`src/rtl/hb_pkg.sv`:
```
package hb_pkg;
  typedef enum logic [1:0] {
    HB_IDLE  = 2'd0,
    HB_WAIT  = 2'd1,
    HB_PULSE = 2'd2
  } hb_state_e;

  // bits needed to count up to the larger of the two windows
  function automatic int cnt_bits(input int dly, input int wid);
    int top;
    top = (dly > wid) ? dly : wid;
    return $clog2(top + 1);
  endfunction

  // carrier sense selection
  function automatic logic carrier(input logic rptr, input logic tx, input logic rx);
    return rptr ? rx : (tx | rx);
  endfunction
endpackage

```
`src/rtl/hb_edge_det.sv`:
```
module hb_edge_det (
  input  logic clk,
  input  logic rst_n,
  input  logic tx_en_i,
  output logic fall_evt_o
);
  logic tx_q;

  always_ff @(posedge clk or negedge rst_n) begin
    if (!rst_n) tx_q <= 1'b0;
    else        tx_q <= tx_en_i;
  end

  assign fall_evt_o = tx_q & ~tx_en_i;

  // no end-of-frame event straight out of reset
  assert_no_fall_after_reset_R11: assert property (@(posedge clk) disable iff (!rst_n)
    $rose(rst_n) |-> !fall_evt_o);
endmodule

```
`src/rtl/hb_timer.sv`:
```
module hb_timer #(
  parameter int DELAY = 8,
  parameter int WIDTH = 10
) (
  input  logic clk,
  input  logic rst_n,
  input  logic fall_evt_i,
  input  logic tx_en_i,
  input  logic arm_ok_i,
  output logic hb_o
);
  import hb_pkg::*;

  localparam int CW = cnt_bits(DELAY, WIDTH);
  localparam logic [CW-1:0] DLY_LAST = CW'(DELAY - 1);
  localparam logic [CW-1:0] WID_LAST = CW'(WIDTH - 1);

  hb_state_e state;
  logic [CW-1:0] cnt;
  logic start_evt;
  logic cancel_evt;

  assign start_evt  = fall_evt_i & arm_ok_i & (state != HB_PULSE);
  assign cancel_evt = (state == HB_WAIT) & tx_en_i;

  always_ff @(posedge clk or negedge rst_n) begin
    if (!rst_n) begin
      state <= HB_IDLE;
      cnt   <= '0;
    end else if (start_evt) begin
      state <= HB_WAIT;
      cnt   <= '0;
    end else begin
      unique case (state)
        HB_WAIT: begin
          if (cancel_evt) begin
            state <= HB_IDLE;
            cnt   <= '0;
          end else if (cnt == DLY_LAST) begin
            state <= HB_PULSE;
            cnt   <= '0;
          end else begin
            cnt <= cnt + 1'b1;
          end
        end
        HB_PULSE: begin
          if (cnt == WID_LAST) begin
            state <= HB_IDLE;
            cnt   <= '0;
          end else begin
            cnt <= cnt + 1'b1;
          end
        end
        default: begin
          state <= HB_IDLE;
          cnt   <= '0;
        end
      endcase
    end
  end

  assign hb_o = (state == HB_PULSE);

  // checker state: length of the current pulse
  logic [CW-1:0] hi_cnt;
  always_ff @(posedge clk or negedge rst_n) begin
    if (!rst_n)    hi_cnt <= '0;
    else if (hb_o) hi_cnt <= hi_cnt + 1'b1;
    else           hi_cnt <= '0;
  end

  // each pulse lasts WIDTH cycles
  assert_pulse_width_R4: assert property (@(posedge clk) disable iff (!rst_n)
    $fell(hb_o) |-> hi_cnt == CW'(WIDTH));

  // a pulse only begins after a quiet transmit line
  assert_start_after_idle_R3: assert property (@(posedge clk) disable iff (!rst_n)
    $rose(hb_o) |-> !$past(tx_en_i));

  // a new frame during the wait kills the pending pulse
  assert_cancel_R5: assert property (@(posedge clk) disable iff (!rst_n)
    cancel_evt && !start_evt |=> !hb_o);
endmodule

```
`src/rtl/hb_crs_top.sv`:
```
module hb_crs_top #(
  parameter int DELAY = 8,
  parameter int WIDTH = 10
) (
  input  logic clk,
  input  logic rst_n,
  input  logic tx_en_i,
  input  logic rx_act_i,
  input  logic mode_10bt_i,
  input  logic rptr_mode_i,
  input  logic sqe_inh_i,
  input  logic fdx_req_i,
  input  logic col_ext_i,
  output logic crs_o,
  output logic col_o,
  output logic duplex_o
);
  import hb_pkg::*;

  logic fall_evt;
  logic arm_ok;
  logic hb;

  assign arm_ok = mode_10bt_i & ~rptr_mode_i & ~sqe_inh_i;

  hb_edge_det u_edge (
    .clk       (clk),
    .rst_n     (rst_n),
    .tx_en_i   (tx_en_i),
    .fall_evt_o(fall_evt)
  );

  hb_timer #(.DELAY(DELAY), .WIDTH(WIDTH)) u_timer (
    .clk       (clk),
    .rst_n     (rst_n),
    .fall_evt_i(fall_evt),
    .tx_en_i   (tx_en_i),
    .arm_ok_i  (arm_ok),
    .hb_o      (hb)
  );

  assign crs_o    = carrier(rptr_mode_i, tx_en_i, rx_act_i);
  assign col_o    = hb | col_ext_i;
  assign duplex_o = fdx_req_i & ~rptr_mode_i;

  // in repeater mode carrier never shows without receive activity
  assert_rptr_crs_R2: assert property (@(posedge clk) disable iff (!rst_n)
    rptr_mode_i && !rx_act_i |-> !crs_o);

  // repeater mode forbids full duplex
  assert_rptr_duplex_R10: assert property (@(posedge clk) disable iff (!rst_n)
    rptr_mode_i |-> !duplex_o);

  // a real collision always reaches the output
  assert_ext_col_R9: assert property (@(posedge clk) disable iff (!rst_n)
    col_ext_i |-> col_o);

  // outside repeater mode transmit activity raises carrier
  assert_tx_crs_R1: assert property (@(posedge clk) disable iff (!rst_n)
    !rptr_mode_i && tx_en_i |-> crs_o);
endmodule

```
`config.mk`:
```
export PLATFORM = sky130hd
export DESIGN_NAME = hb_crs_top
export DESIGN_NICKNAME = d
export VERILOG_FILES = /design/src/rtl/hb_pkg.sv /design/src/rtl/hb_edge_det.sv /design/src/rtl/hb_timer.sv /design/src/rtl/hb_crs_top.sv
export SDC_FILE = /design/constraint.sdc
export NUM_CORES = 1
export LEC_CHECK = 0
export BUFFER_PORTS_ARGS = -buffer_cell sky130_fd_sc_hd__buf_2
export CAP_MARGIN = 10
export CORE_AREA = 2 2 39 41
export DETAILED_ROUTE_END_ITERATION = 16
export DIE_AREA = 0 0 41 43
export PLACE_DENSITY = 0.5
export SYNTH_ARGS = -nofsm -noshare
export SYNTH_HDL_FRONTEND = slang
export SYNTH_SLANG_ARGS = --single-unit
```
`constraint.sdc`:
```
create_clock -name clk -period 1.57 [get_ports clk]
set_input_delay 0.314 -clock clk [delete_from_list [all_inputs] [get_ports clk]]
set_output_delay 0.314 -clock clk [all_outputs]
set_load 0.005 [all_outputs]
```
[Word level (Yosys, flattened, before mapping)]
Cells that the tools add are included.
Operators by class
  $add $sub $neg: 1
  reduce and logical (&&, ||, !) cells: 1
  eq/ne operators: 7
  bitwise operators: 12
  mux-type cells: 11
Operator list (number)
  4-bit 2-to-1 mux: 4
  2-bit 2-to-1 mux: 4
  4-bit one-hot mux with 2 select lines: 1
  1-bit AND: 7
  4-bit by 1-bit adder with 4-bit output, second input constant: 1
  4-bit by 3-bit equality test with 1-bit output, second input constant: 1
  4-bit equality test, second input constant: 1
  4-bit by 2-bit inequality test with 1-bit output, second input constant: 1
  2-bit one-hot mux with 2 select lines: 1
  3-bit by 1-bit inequality test with 1-bit output, second input constant: 1
  1-bit NOT: 3
  2-bit by 1-bit equality test with 1-bit output, second input constant: 1
  2-bit equality test, second input constant: 1
  2-bit inequality test, second input constant: 1
  1-bit OR: 2
  2-bit AND reduction: 1
  1-bit 2-to-1 mux: 1
Storage, ports and cells
  logic and storage cells: 35
  flip-flop bits (word level): 7
  output and inout port bits: 3
  input bits: 9

[Longest topological paths before layout]
Gate-level depths: netlist (run 1).
  depth after elaboration: 7
  gate-level depth with buffers: 5
  gate-level depth less buffers: 5

[Hierarchy]
A second synthesis (run 1) with hierarchy kept.
Unflattened totals
  cell total of the unflattened synthesis: 39
  area total of the unflattened synthesis: 476.7 um2
By module, submodules not included
  hb_timer: cells each 32, area an instance 406.6 um2, times used 1, sequential area each 150.1 um2
  hb_edge_det: cells each 2, area an instance 38.8 um2, times used 1, sequential area each 25.0 um2
  hb_crs_top: cells each 5, area an instance 31.3 um2, times used 1, sequential area each 0.0 um2

[Worst setup path after synthesis (run 1)]
Ideal clock, no wire load.
  kind: register to output
  start point: register u_timer.state[0]
  end point: output port col_o
  cell stages (with the launch flop): 4
  setup slack: 0.371 ns
  path buffers: 0
  arrival time: 0.885 ns
  required time: 1.256 ns
  cell sequence: dfrtp_1 inv_1 ha_1 or2_1
Between the ends
  longest elaborated chain between the ends: 2
Ends and longest elaborated chain
  start: declaration: RTL line hb_timer.sv:18  | hb_state_e state;
  start signal: assignment: RTL line hb_timer.sv:28  | state <= HB_IDLE;
  start signal: assignment: RTL line hb_timer.sv:31  | state <= HB_WAIT;
  start signal: assignment: RTL line hb_timer.sv:37  | state <= HB_IDLE;
  2-bit equality test: RTL line hb_timer.sv:62  | assign hb_o = (state == HB_PULSE);
  1-bit OR: RTL line hb_crs_top.sv:43  | assign col_o = hb | col_ext_i;
  end: declaration: RTL line hb_crs_top.sv:15  | output logic col_o,
No other way between the ends.

[Worst setup path in the final report (run 1)]
Same ends and word-level chain as after synthesis.

==> flow_metrics.tcl, run 1 <==
set metrics [dict create \
    synthTopCellsByCount "7 x dfrtp_1, 4 x ha_1, 4 x inv_1" \
    syn_inst 35 \
    grt_pass1_wl_mm 1.49 \
    drv_slew 0 \
    io_pins 12 \
    dp_slack_ns 0.197 \
    relSlewSlack_pct 79.4 \
    powerDensity_nw_per_um2 680 \
    grt_antenna_before_repair 0 \
    cts_htree_levels 1 \
    p_sw_w 0.0000926 \
    fin_tns_setup_ns 0 \
    area_growth_pct 34.9 \
    fp.dieH_um 43 \
    grt_usage_pct 13.3 \
    switching_share_pct 23.9 \
    fill_cells 144 \
    end_kind "output port" \
    cp.arrival_ns 1.20 \
    rsz0062_at_grt "false" \
    drt-wirelength-per-cell_um 11.6 \
    dp.cells 62 \
    min_period_over_period_pct 96.2 \
    yosysUniqueCellTypes 19 \
    synth_fp_nets 48 \
    drt_first_pass_iters 4 \
    start_util_pct 30.6 \
    path_cells "inv_2 > ha_4 > or2_1 > buf_2" \
    vias 329 \
    finalHoldViolCount 0 \
    routed_wl_um 812 \
    async_reset_ff_share_pct 100 \
    numClockSinks 7 \
    drc 0 \
    portBuffers 11 \
    slowest_delay_ns 0.37 \
    finalCriticalPeriod_ns 1.51 \
    synth_top_area_share_pct 41.4 \
    grt_pass1_vias 340 \
    worst_setup_path_start_kind "flop" \
    synth.most_common_cell "dfrtp_1" \
    postSynthAreaPerCell_um2 12.1 \
    core_um2 1380 \
    clockBufferDepth 2 \
    maxCapViolations 0 \
    ir_drop_v 0.000279 \
    setup_violations 0 \
    viasPerCell 4.70 \
    cpLargestDelayFamily "flip-flops" \
    antenna_cells 0 \
    synth_seq_area_share_pct 41.4 \
    leakage_nw 0.248 \
    worst_skew_pair.late_latency_ns 0.26 \
    hp-class "in -> reg" \
    nets 68 \
    p_int_w 0.000295 \
    synth_seq_cells 7 \
    final_util_pct 41.2 \
    fin_ws_ns 0.0601 \
    cts_made_buffers 3 \
    outcome "completed" \
    synth_area_leaders "dfrtp_1 41%, ha_1 12%, nand4bb_4 6.5%" \
    critPathMaxFanout 3 \
    drive_above_1_share_pct 46.3 \
    fin_skew_ns 0.0123 \
    cp.required_ns 1.26 \
    grt_max_degree 8 \
    critPathBufInv 2 \
    yosysTopAreaCell "dfrtp_1" \
    synth_ff_type "dfrtp_1" \
    gp_congestion 0.787 \
    worst_pin_slew_ns 0.309 \
    drtIter0Drc 12 \
    num_rows 14 \
    max_freq_mhz 662 \
    clkTransAtPathRegs_ns 0.06 \
    seq_power_share_pct 47.3 \
    synth_edf_count 0 \
    hpwlAfterDp_um 678 \
    grt_overflow 0 \
    ant_nets 0 \
    cts-root-buf "clkbuf_4" \
    path_class "reg -> out" \
    yosysWarnings 0 \
    syn-cell-area_um2 423 \
    p_comb_share_pct 9.0 \
    cts_tree "yes" \
    die_w_um 41 \
    fin_cells 70 \
    slowest_stage "dfrtp_1" \
    die-area_um2 1760 \
    clkPwrFrac_pct 43.6 \
]
## what timing repair did
action,4_1_cts,5_1_grt
endpoints found under the setup margin,1,1
buffers inserted,1,2
hold endpoints to repair,7,0
gates resized for setup,2,1
hold buffers,1,0
## registers in the layout (all words and copies together) (netlist names)
name,cells
u_timer.cnt,4
u_timer.state,2
u_edge.tx_q,1
## power groups by stage
stage	clock network (W)	logic [W]	registers, W
5_1_grt	0.000192	0.0000397	0.000183
2_1_floorplan	0	0.0000117	0.000187
3_5_place_dp	0	0.0000326	0.000187
4_1_cts	0.000177	0.0000359	0.000183
6_report	0.000169	0.0000351	0.000184
3_3_place_gp	0	0.0000317	0.000187
## routing by layer
layer	GRT usage, %	up-vias	part of all wire, %
met3	4.71	2	4.8
met5	0	-	0
li1	-	163	-
met4	8.00	0	2.7
met2	20.6	7	55
met1	14.6	157	37
## final timing paths
check / startpoint / end / slack, ns / cells after the start
setup / recovery: u_timer.state[0] / col_o / 0.06 / 4
hold / removal: tx_en_i / u_edge.tx_q / 0.23 / 1
setup reg to reg: u_timer.state[0] / u_timer.cnt[3] / 0.26 / 5
hold reg to reg: u_timer.cnt[0] / u_timer.cnt[0] / 0.50 / 1
max in group asynchronous: rst_n / u_timer.cnt[2] / 1.00 / 2
min in group asynchronous: rst_n / u_timer.state[1] / 0.40 / 2
## cell type report
class / instances / area, um^2 / share of cell area, %
timing repair buffer: 15 / 87.6 / 15.4
clock buffer: 3 / 22.5 / 3.95
sequential: 7 / 175 / 30.7
multi-input combinational: 24 / 245 / 43.0
tap: 16 / 20.0 / 3.51
clock inverter: 1 / 5.00 / 0.877
inverter: 4 / 15.0 / 2.63
## cell usage in the layout (no fill, tap or decap), types with 2 or more instances in the layout
master and n:
buf_2 11, buf_4 3, clkbuf_4 3, dfrtp_1 7, ha_1 3, inv_1 3, nand3b_1 2, nor2b_1 2
nor4_1 2, nor4_2 2
## logic make-up after synthesis
kind of cell	Yosys count	share of synthesized area, %
adder cells (fa/ha/maj)	4	11.8
AO/OA/AOI/OAI	5	9.47
buffers and inverters	4	3.55
flip-flops	7	41.4
XOR/XNOR	2	4.14
AND/OR/NAND/NOR	13	29.6
## per-stage QoR
| stage | hold WS, ns | area, um^2 | total power (W) |
|---|---|---|---|
| after global placement | 0.156 | 498 | 0.000218 |
| after floorplan | 0.0184 | 423 | 0.000198 |
| after detailed placement | 0.155 | 498 | 0.000219 |
| after CTS | 0.224 | 556 | 0.000397 |
| after global routing | 0.222 | 571 | 0.000415 |
| final | 0.232 | 571 | 0.000388 |
(Power assumes the default switching activity.)
==> inputs of run 2 (changes only) <==
==> constraint.sdc (replaced) <==
create_clock -name clk -period 2 [get_ports clk]
set_input_delay 0.4 -clock clk [delete_from_list [all_inputs] [get_ports clk]]
set_output_delay 0.4 -clock clk [all_outputs]
set_load 0.01 [all_outputs]
==> flow_metrics.tcl, run 2 (same netlist as run 1, synthesis figures left out) <==
set metrics [dict create \
    grt_antenna_before_repair 0 \
    p_int_w 0.000231 \
    core_um2 1380 \
    grt_max_degree 8 \
    hp-class "in -> reg" \
    finalHoldViolCount 0 \
    p_comb_share_pct 9.2 \
    hold_buffers 1 \
    cts_setup_buffers 0 \
    antenna_cells 0 \
    most-common-layout-cells "11 x buf_2, 7 x dfrtp_1, 4 x inv_1, 4 x ha_1, 3 x clkbuf_4" \
    drt_first_pass_iters 4 \
    vias 319 \
    drtIter0Drc 9 \
    layout_commonest_cell "buf_2" \
    rsz0062_at_grt "false" \
    drt-wirelength-per-cell_um 11.7 \
    fp.dieH_um 43 \
    grt_pass1_wl_mm 1.49 \
    gp_congestion 0.787 \
    ir_drop_v 0.000232 \
    critPathMaxFanout 5 \
    num_rows 14 \
    path_class "reg -> out" \
    drc 0 \
    grt_usage_pct 13.3 \
    grt_overflow 0 \
    viasPerCell 4.76 \
    min_period_over_period_pct 87.8 \
    hpwlAfterDp_um 678 \
    max_freq_mhz 569 \
    drv_slew 0 \
    fin_tns_setup_ns 0 \
    maxCapViolations 0 \
    cts_tree "yes" \
    io_pins 12 \
    die-area_um2 1760 \
    clkTransAtPathRegs_ns 0.06 \
    drive_above_1_share_pct 39.2 \
    switching_share_pct 24.2 \
    leakage_nw 0.231 \
    setup_violations 0 \
    worst_skew_pair.late_latency_ns 0.26 \
    cp.required_ns 1.60 \
    reg_top3 "u_timer.cnt x4, u_timer.state x2, u_edge.tx_q x1" \
    cts_htree_levels 1 \
    final_util_pct 38.7 \
    powerDensity_nw_per_um2 570 \
    area_growth_pct 26.6 \
    outcome "completed" \
    finalCriticalPeriod_ns 1.76 \
    start_util_pct 30.6 \
    clockBufferDepth 2 \
    worst_setup_path_start_kind "flop" \
    top_register "u_timer.cnt" \
    numClockSinks 7 \
    worst_pin_slew_ns 0.312 \
    cts-root-buf "clkbuf_4" \
    portBuffers 11 \
    grt_pass1_vias 341 \
    seq_power_share_pct 47.2 \
    relSlewSlack_pct 79.1 \
    routed_wl_um 783 \
    cts.repair.resized 0 \
    ant_nets 0 \
    largest_reg_flops 4 \
    clkPwrFrac_pct 43.6 \
    cp.arrival_ns 1.36 \
    die_w_um 41 \
    nets 65 \
    end_kind "output port" \
    fin_skew_ns 0.0131 \
    cts_made_buffers 3 \
    p_sw_w 0.0000738 \
]
-- run 2: critical path, stage by stage, from the launching register on --
cell and delay, ns:
dfrtp_1 0.36, inv_1 0.06, ha_1 0.28, or2_1 0.25, buf_2 0.14
-- run 2: routing by layer --
metal,part of all wire (%),up-vias,global-route usage (%),wire [um]
met5,0,-,0,0
met4,2.8,0,8.00,22
li1,-,157,-,-
met1,36,155,14.6,282
met2,57,5,20.6,446
met3,4.1,2,4.71,32
-- run 2: metrics by stage --
step                      setup slack [ns]  hold slack (ns)  power [W]  instance area (um^2)  cells
after floorplan                      0.687            0.104   0.000157                   423     35
after global placement               0.588            0.242   0.000173                   498     62
after detailed placement             0.529            0.241   0.000174                   498     62
after CTS                            0.232            0.310   0.000312                   536     67
after global routing                 0.140            0.309   0.000326                   536     67
final                                0.244            0.317   0.000305                   536     67
-- run 2: layout make-up --
type                       count  area (um^2)
clock buffer                   3         22.5
clock inverter                 1         5.00
fill                         149          848
inverter                       4         15.0
multi-input combinational     24          233
sequential                     7          175
tap                           16         20.0
timing repair buffer          12         65.1
-- run 2: worst paths after layout --
| kind | start | to | slack, ns | depth (start not counted) |
|---|---|---|---|---|
| worst max-delay path | u_timer.state[0] | col_o | 0.24 | 4 |
| worst min-delay path | tx_en_i | u_edge.tx_q | 0.32 | 1 |
| worst max register to register | u_timer.state[0] | u_timer.state[0] | 0.74 | 4 |
| worst min register to register | u_timer.cnt[0] | u_timer.cnt[0] | 0.51 | 1 |
| max in group asynchronous | rst_n | u_timer.cnt[3] | 1.34 | 2 |
| min in group asynchronous | rst_n | u_timer.state[0] | 0.49 | 2 |
-- run 2: power groups by stage --
stage          Sequential (W)  Clock, W  Combinational [W]
2_1_floorplan        0.000147         0          0.0000105
5_1_grt              0.000144  0.000151          0.0000315
3_5_place_dp         0.000147         0          0.0000270
3_3_place_gp         0.000147         0          0.0000263
4_1_cts              0.000144  0.000139          0.0000286
6_report             0.000144  0.000133          0.0000279
